**config.mk**
```make
export PLATFORM = sky130hd
export DESIGN_NAME = phase_slope_check
export DESIGN_NICKNAME = d
export VERILOG_FILES = /design/src/rtl/pslope_pkg.sv /design/src/rtl/pslope_stop_detect.sv /design/src/rtl/pslope_judge.sv /design/src/rtl/phase_slope_check.sv
export SDC_FILE = /design/constraint.sdc
export NUM_CORES = 1
export LEC_CHECK = 0
export BUFFER_PORTS_ARGS = -buffer_cell sky130_fd_sc_hd__buf_2
export CAP_MARGIN = 20
export CELL_PAD_IN_SITES_DETAIL_PLACEMENT = 0
export CELL_PAD_IN_SITES_GLOBAL_PLACEMENT = 1
export CORE_MARGIN = 8
export CORE_UTILIZATION = 35
export DETAILED_ROUTE_END_ITERATION = 12
export PLACE_DENSITY_LB_ADDON = 0.1
export SLEW_MARGIN = 20
export SYNTH_ARGS = -nofsm -noshare
export SYNTH_HDL_FRONTEND = slang
export SYNTH_SLANG_ARGS = --single-unit
```
**constraint.sdc**
```tcl
create_clock -name clk -period 3.9 [get_ports clk]
set_clock_uncertainty 0.1 [all_clocks]
set_input_delay 0.585 -clock clk [delete_from_list [all_inputs] [get_ports clk]]
set_output_delay 0.585 -clock clk [all_outputs]
set_load 0.01 [all_outputs]
```
**src/rtl/pslope_pkg.sv**
```systemverilog
package pslope_pkg;

    localparam int PS_DLY_W   = 9;
    localparam int PS_DLY_MAX = 431;
    localparam int PS_PH_W    = 5;
    localparam int PS_PH_MAX  = 16;
    localparam int PS_PH_STEP = 2;

    typedef enum logic [2:0] {
        ST_IDLE,
        ST_BASE,
        ST_UP_EVAL,
        ST_UP_WAIT,
        ST_DN_EVAL,
        ST_DN_WAIT
    } pslope_state_e;

    typedef struct packed {
        logic ok;
        logic rising;
    } pslope_verdict_t;

    function automatic int ps_abs_diff(input int a, input int b);
        return (a > b) ? (a - b) : (b - a);
    endfunction

endpackage

```
**src/rtl/pslope_stop_detect.sv**
```systemverilog
module pslope_stop_detect
    import pslope_pkg::*;
#(
    parameter int DLY_W   = PS_DLY_W,
    parameter int PH_W    = PS_PH_W,
    parameter int DLY_MAX = PS_DLY_MAX,
    parameter int PH_MAX  = PS_PH_MAX,
    parameter int PH_STEP = PS_PH_STEP,
    parameter bit UPWARD  = 1'b1
) (
    input  logic [DLY_W-1:0] dly,
    input  logic [PH_W-1:0]  ph,
    input  logic [PH_W-1:0]  ref_ph,
    output logic             stop
);

    localparam logic [PH_W-1:0]  PH_TOP  = PH_W'(PH_MAX);
    localparam logic [PH_W-1:0]  PH_ZERO = '0;
    localparam logic [DLY_W-1:0] DLY_TOP = DLY_W'(DLY_MAX);

    logic moved;
    logic ph_edge;
    logic dly_edge;

    always_comb begin
        moved   = ps_abs_diff(int'(ph), int'(ref_ph)) >= PH_STEP;
        ph_edge = (ph >= PH_TOP) || (ph == PH_ZERO);
    end

    generate
        if (UPWARD) begin : g_top_end
            assign dly_edge = (dly >= DLY_TOP);
        end else begin : g_bottom_end
            assign dly_edge = (dly == '0);
        end
    endgenerate

    assign stop = moved || ph_edge || dly_edge;

endmodule

```
**src/rtl/pslope_judge.sv**
```systemverilog
module pslope_judge
    import pslope_pkg::*;
#(
    parameter int PH_W = PS_PH_W
) (
    input  logic [PH_W-1:0] up_end,
    input  logic [PH_W-1:0] dn_end,
    input  logic [PH_W-1:0] tgt,
    input  logic            want_pos,
    output pslope_verdict_t verdict
);

    logic straddle_pos;
    logic straddle_neg;

    always_comb begin
        straddle_pos   = (up_end > tgt) && (dn_end < tgt);
        straddle_neg   = (up_end < tgt) && (dn_end > tgt);
        verdict.ok     = want_pos ? straddle_pos : straddle_neg;
        verdict.rising = (up_end > dn_end);
    end

endmodule

```
**src/rtl/phase_slope_check.sv**
```systemverilog
module phase_slope_check
    import pslope_pkg::*;
#(
    parameter int DLY_W   = PS_DLY_W,
    parameter int PH_W    = PS_PH_W,
    parameter int DLY_MAX = PS_DLY_MAX,
    parameter int PH_MAX  = PS_PH_MAX,
    parameter int PH_STEP = PS_PH_STEP
) (
    input  logic             clk,
    input  logic             rst,
    input  logic             start,
    input  logic [DLY_W-1:0] cand_in,
    input  logic [PH_W-1:0]  tgt_ph,
    input  logic             want_pos,
    input  logic [PH_W-1:0]  ph_meas,
    input  logic             ph_vld,
    output logic [DLY_W-1:0] dly_out,
    output logic             busy,
    output logic             done,
    output logic             slope_ok,
    output logic             slope_dir,
    output logic [DLY_W-1:0] hold_dly
);

    localparam int              N_DIR   = 2;
    localparam logic [DLY_W-1:0] DLY_ONE = DLY_W'(1);

    pslope_state_e    state_q;
    logic [DLY_W-1:0] dly_q;
    logic [DLY_W-1:0] cand_q;
    logic [PH_W-1:0]  tgt_q;
    logic             want_q;
    logic [PH_W-1:0]  ref_q;
    logic [PH_W-1:0]  cur_q;
    logic [PH_W-1:0]  up_end_q;
    logic             done_q;
    pslope_verdict_t  verdict_q;
    pslope_verdict_t  verdict_c;
    logic [N_DIR-1:0] stop_c;

    // index 0: upward walk, index 1: downward walk
    generate
        for (genvar i = 0; i < N_DIR; i++) begin : g_stop
            pslope_stop_detect #(
                .DLY_W  (DLY_W),
                .PH_W   (PH_W),
                .DLY_MAX(DLY_MAX),
                .PH_MAX (PH_MAX),
                .PH_STEP(PH_STEP),
                .UPWARD (i == 0)
            ) stop_i (
                .dly   (dly_q),
                .ph    (cur_q),
                .ref_ph(ref_q),
                .stop  (stop_c[i])
            );
        end
    endgenerate

    pslope_judge #(.PH_W(PH_W)) judge_i (
        .up_end  (up_end_q),
        .dn_end  (cur_q),
        .tgt     (tgt_q),
        .want_pos(want_q),
        .verdict (verdict_c)
    );

    always_ff @(posedge clk) begin
        if (rst) begin
            state_q   <= ST_IDLE;
            dly_q     <= '0;
            cand_q    <= '0;
            tgt_q     <= '0;
            want_q    <= 1'b0;
            ref_q     <= '0;
            cur_q     <= '0;
            up_end_q  <= '0;
            done_q    <= 1'b0;
            verdict_q <= '0;
        end else begin
            done_q <= 1'b0;
            unique case (state_q)
                ST_IDLE: begin
                    if (start) begin
                        cand_q  <= cand_in;
                        tgt_q   <= tgt_ph;
                        want_q  <= want_pos;
                        dly_q   <= cand_in;
                        state_q <= ST_BASE;
                    end
                end
                ST_BASE: begin
                    if (ph_vld) begin
                        ref_q   <= ph_meas;
                        cur_q   <= ph_meas;
                        state_q <= ST_UP_EVAL;
                    end
                end
                ST_UP_EVAL: begin
                    if (stop_c[0]) begin
                        up_end_q <= cur_q;
                        cur_q    <= ref_q;
                        dly_q    <= cand_q;
                        state_q  <= ST_DN_EVAL;
                    end else begin
                        dly_q   <= dly_q + DLY_ONE;
                        state_q <= ST_UP_WAIT;
                    end
                end
                ST_UP_WAIT: begin
                    if (ph_vld) begin
                        cur_q   <= ph_meas;
                        state_q <= ST_UP_EVAL;
                    end
                end
                ST_DN_EVAL: begin
                    if (stop_c[1]) begin
                        verdict_q <= verdict_c;
                        dly_q     <= cand_q;
                        done_q    <= 1'b1;
                        state_q   <= ST_IDLE;
                    end else begin
                        dly_q   <= dly_q - DLY_ONE;
                        state_q <= ST_DN_WAIT;
                    end
                end
                ST_DN_WAIT: begin
                    if (ph_vld) begin
                        cur_q   <= ph_meas;
                        state_q <= ST_DN_EVAL;
                    end
                end
                default: state_q <= ST_IDLE;
            endcase
        end
    end

    assign dly_out   = dly_q;
    assign busy      = (state_q != ST_IDLE);
    assign done      = done_q;
    assign slope_ok  = verdict_q.ok;
    assign slope_dir = verdict_q.rising;
    assign hold_dly  = cand_q;

endmodule

```
==> flow_metrics.py <==
metrics = {
    "setup_path": {
        "critPathMaxFanout": 7,
        "cp-endpoint": "state_q[0]",
        "timing.critical_path.mode_cell": "inv_1",
        "crit_arrival_ns": 3.68,
        "cp_cell_sequence": "inv_1 > ha_1 > inv_1 > fa_1 > or4_1 > a311o_1 > a21oi_1 > o21ai_0 > a21o_1 > a221oi_2",
        "slowest_delay_ns": 0.53,
        "setup.worst_path.end_class": "register",
        "path_class": "register to register",
        "r2r-end": "state_q[0]",
        "setup.worst_path.start_class": "register",
        "slowest_stage": "or4_1",
        "reg2reg_depth": 10,
        "critPathRequiredTime_ns": 4.02,
        "reg2reg_slack_ns": 0.34,
        "r2r_start": "cur_q[0]",
        "startpoint": "cur_q[0]",
    },
    "global_routing": {
        "grt.total_usage_pct": 15.2,
        "grt_first_pass_wirelength_um": 15600,
        "antenna_found_initial": 0,
        "first_global_vias": 3002,
        "grt_max_degree": 39,
        "grt_remaining_overflow": 0,
    },
    "clock_network": {
        "htreeDepth": 2,
        "clock_latency_ns": 0.30,
        "clock_path_buffers": 2,
        "cts_sinks": 45,
        "cts-resized-gates": 0,
        "clock-root-buffer": "clkbuf_8",
        "cts_tree": "yes",
        "post_cts_buffers": 0,
        "ctsHoldBuffers": 0,
        "numCtsBuffers": 5,
        "clk_pin_slew_worst_paths_ns": 0.09,
    },
    "floorplan": {
        "rows": 34,
        "fp.dieW_um": 111,
        "die_area_um2": 12200,
        "io_pins": 46,
        "start_util_pct": 36.1,
        "die_y_um": 111,
        "core-area_um2": 8680,
    },
    "final_layout": {
        "n_fill_cell": 953,
        "fin_nets": 495,
        "final_common_cell": "nand2_1",
        "drive_above_1_share_pct": 15.3,
        "antennaDiodeCount": 0,
        "final_cell_mix": "54 x nand2_1, 45 x dfxtp_1, 45 x buf_2",
        "syn_to_final_growth_pct": 13.0,
    },
    "timing": {
        "period_needed_ns": 3.56,
        "slew_violations": 0,
        "rsz0062_at_grt": "false",
        "period_share_pct": 91.3,
        "max_slew.worst_pin.slew_ns": 0.959,
        "max_freq_mhz": 281,
        "tns_ns": 0,
        "setup_viol": 0,
        "finalHoldViolations": 0,
        "fin_hold_ws_ns": 0.363,
        "max_slew_margin_pct": 35.6,
    },
    "yosys": {
        "synthArstFlopShare_pct": 0,
        "yosys.area.top_type": "dfxtp_1",
        "synth_top_area_share_pct": 28.8,
        "synth_area_leaders": "dfxtp_1 29%, ha_1 11%, nand2_1 6.5%, a21oi_1 5.4%, nor2_1 4.1%",
        "syn_inst": 408,
        "yosysWarnings": 0,
        "synth-seq-cells": 45,
        "synth_cell_types": 53,
        "avgSynthCellArea_um2": 7.67,
        "seq_area_frac_synth_pct": 28.8,
        "synth_ff_type": "dfxtp_1",
        "synth_fp_nets": 461,
        "synth-edff-count": 0,
        "syn_area_um2": 3130,
    },
    "routing": {
        "ant_nets": 0,
        "routedWlPerCell_um": 17.3,
        "drtPass1Iterations": 4,
        "totalWireLength_um": 9520,
        "via_count": 3014,
        "via_per_inst": 5.47,
        "drt_iter0_markers": 113,
        "drc": 0,
    },
    "power_and_ir_drop": {
        "power.density_nw_per_um2": 442,
        "power.leakage_uw": 0.00144,
        "vdd_drop_max_v": 0.000181,
    },
    "run_status": {
        "status": "finished clean",
    },
    "min_path": {
        "hold_class": "register to register",
    },
    "flow_run": {
        "maxCapViolCount": 0,
    },
    "placement": {
        "gp_congestion": 0.838,
        "portBuffers": 45,
        "place_hpwl_um": 6940,
    },
}
synthesized netlist by cell type, types with 2 or more instances:
cell      count
nor2_1       34
o211ai_1      7
clkbuf_1     21
o21bai_1      2
a21oi_1      34
dfxtp_1      45
nor3_1       12
xnor2_1       2
mux2i_1      11
a21o_1        4
o21a_1        5
o41ai_1       2
nor4_1        3
xor2_1        3
nor2b_1       4
ha_1         27
o211a_1       3
o21ai_0      24
nand2b_1      3
buf_2         2
buf_6         2
nor3b_1       2
and3_1        4
nand3_1      12
and2_1        3
a211oi_1     11
fa_1          2
or3_1         3
o221ai_1      7
inv_1        26
a31oi_1       9
nand2_1      54
a221oi_1      3
o22ai_1       3
metrics by stage:
| stage | std cells | utilization, % | setup slack (ns) | area, um^2 | total power [uW] |
|---|---|---|---|---|---|
| floorplan | 408 | - | 0.739 | 3130 | 1070 |
| global placement | 543 | 39.6 | 0.312 | 3440 | 1270 |
| detailed placement | 543 | 39.6 | 0.344 | 3440 | 1270 |
| CTS | 551 | 40.6 | 0.309 | 3520 | 1580 |
| global route | 551 | 40.7 | 0.0136 | 3530 | 1690 |
| finish | 551 | 40.7 | 0.338 | 3530 | 1560 |
registers in the layout (all words and copies together) (netlist names):
register   cells
done           1
state_q        3
tgt_q          5
dly_out        9
slope_dir      1
ref_q          5
cur_q          5
up_end_q       5
want_q         1
slope_ok       1
hold_dly       9
routing by layer:
layer	GRT usage (%)	vias to the layer above	part of all wire, %
li1	-	1527	-
met4	3.33	0	0.63
met1	18.5	1420	45
met3	2.54	7	4.0
met5	0	-	0
met2	27.0	60	50
power by group:
group	switching [uW]	internal, uW	leakage (uW)
logic	385	280	0.00103
clock network	173	125	0.0000450
registers	88.8	511	0.000369
total	648	916	0.00144
logic make-up after synthesis:
family	Yosys count	share of synthesized area [%]
simple gates	140	20.5
fa+ha+maj	29	12.1
mux	12	3.88
buf+inv	52	6.80
flops	45	28.8
compound gates	125	26.5
xor+xnor	5	1.40
cell type report:
cell class | instances | area, um^2 | share of cell area [%]
clock buffers | 6 | 72.6 | 2.05
clock inverters | 2 | 10.0 | 0.283
inverters | 26 | 97.6 | 2.76
multi-input cells | 311 | 2030 | 57.5
flip-flops and latches | 45 | 901 | 25.5
well taps | 108 | 135 | 3.82
repair buffers | 53 | 285 | 8.07
how the worst min path moves through the flow:
stage                     cells after the start     start  endpoint
after global placement                        2  tgt_q[1]  tgt_q[1]
final                                         2  tgt_q[4]  tgt_q[4]
after global routing                          2  tgt_q[2]  tgt_q[2]
after CTS                                     2  tgt_q[2]  tgt_q[2]
after floorplan                               2  tgt_q[1]  tgt_q[1]
after detailed placement                      2  tgt_q[4]  tgt_q[4]
worst max-delay path, delay by kind of cell, from the launching register on:
kind | cells | cell delay, ns
flops | 1 | 0.44
fa+ha+maj | 2 | 0.69
buf+inv | 2 | 0.21
simple gates | 1 | 0.53
compound gates | 5 | 1.51
(Power assumes the default switching activity.)
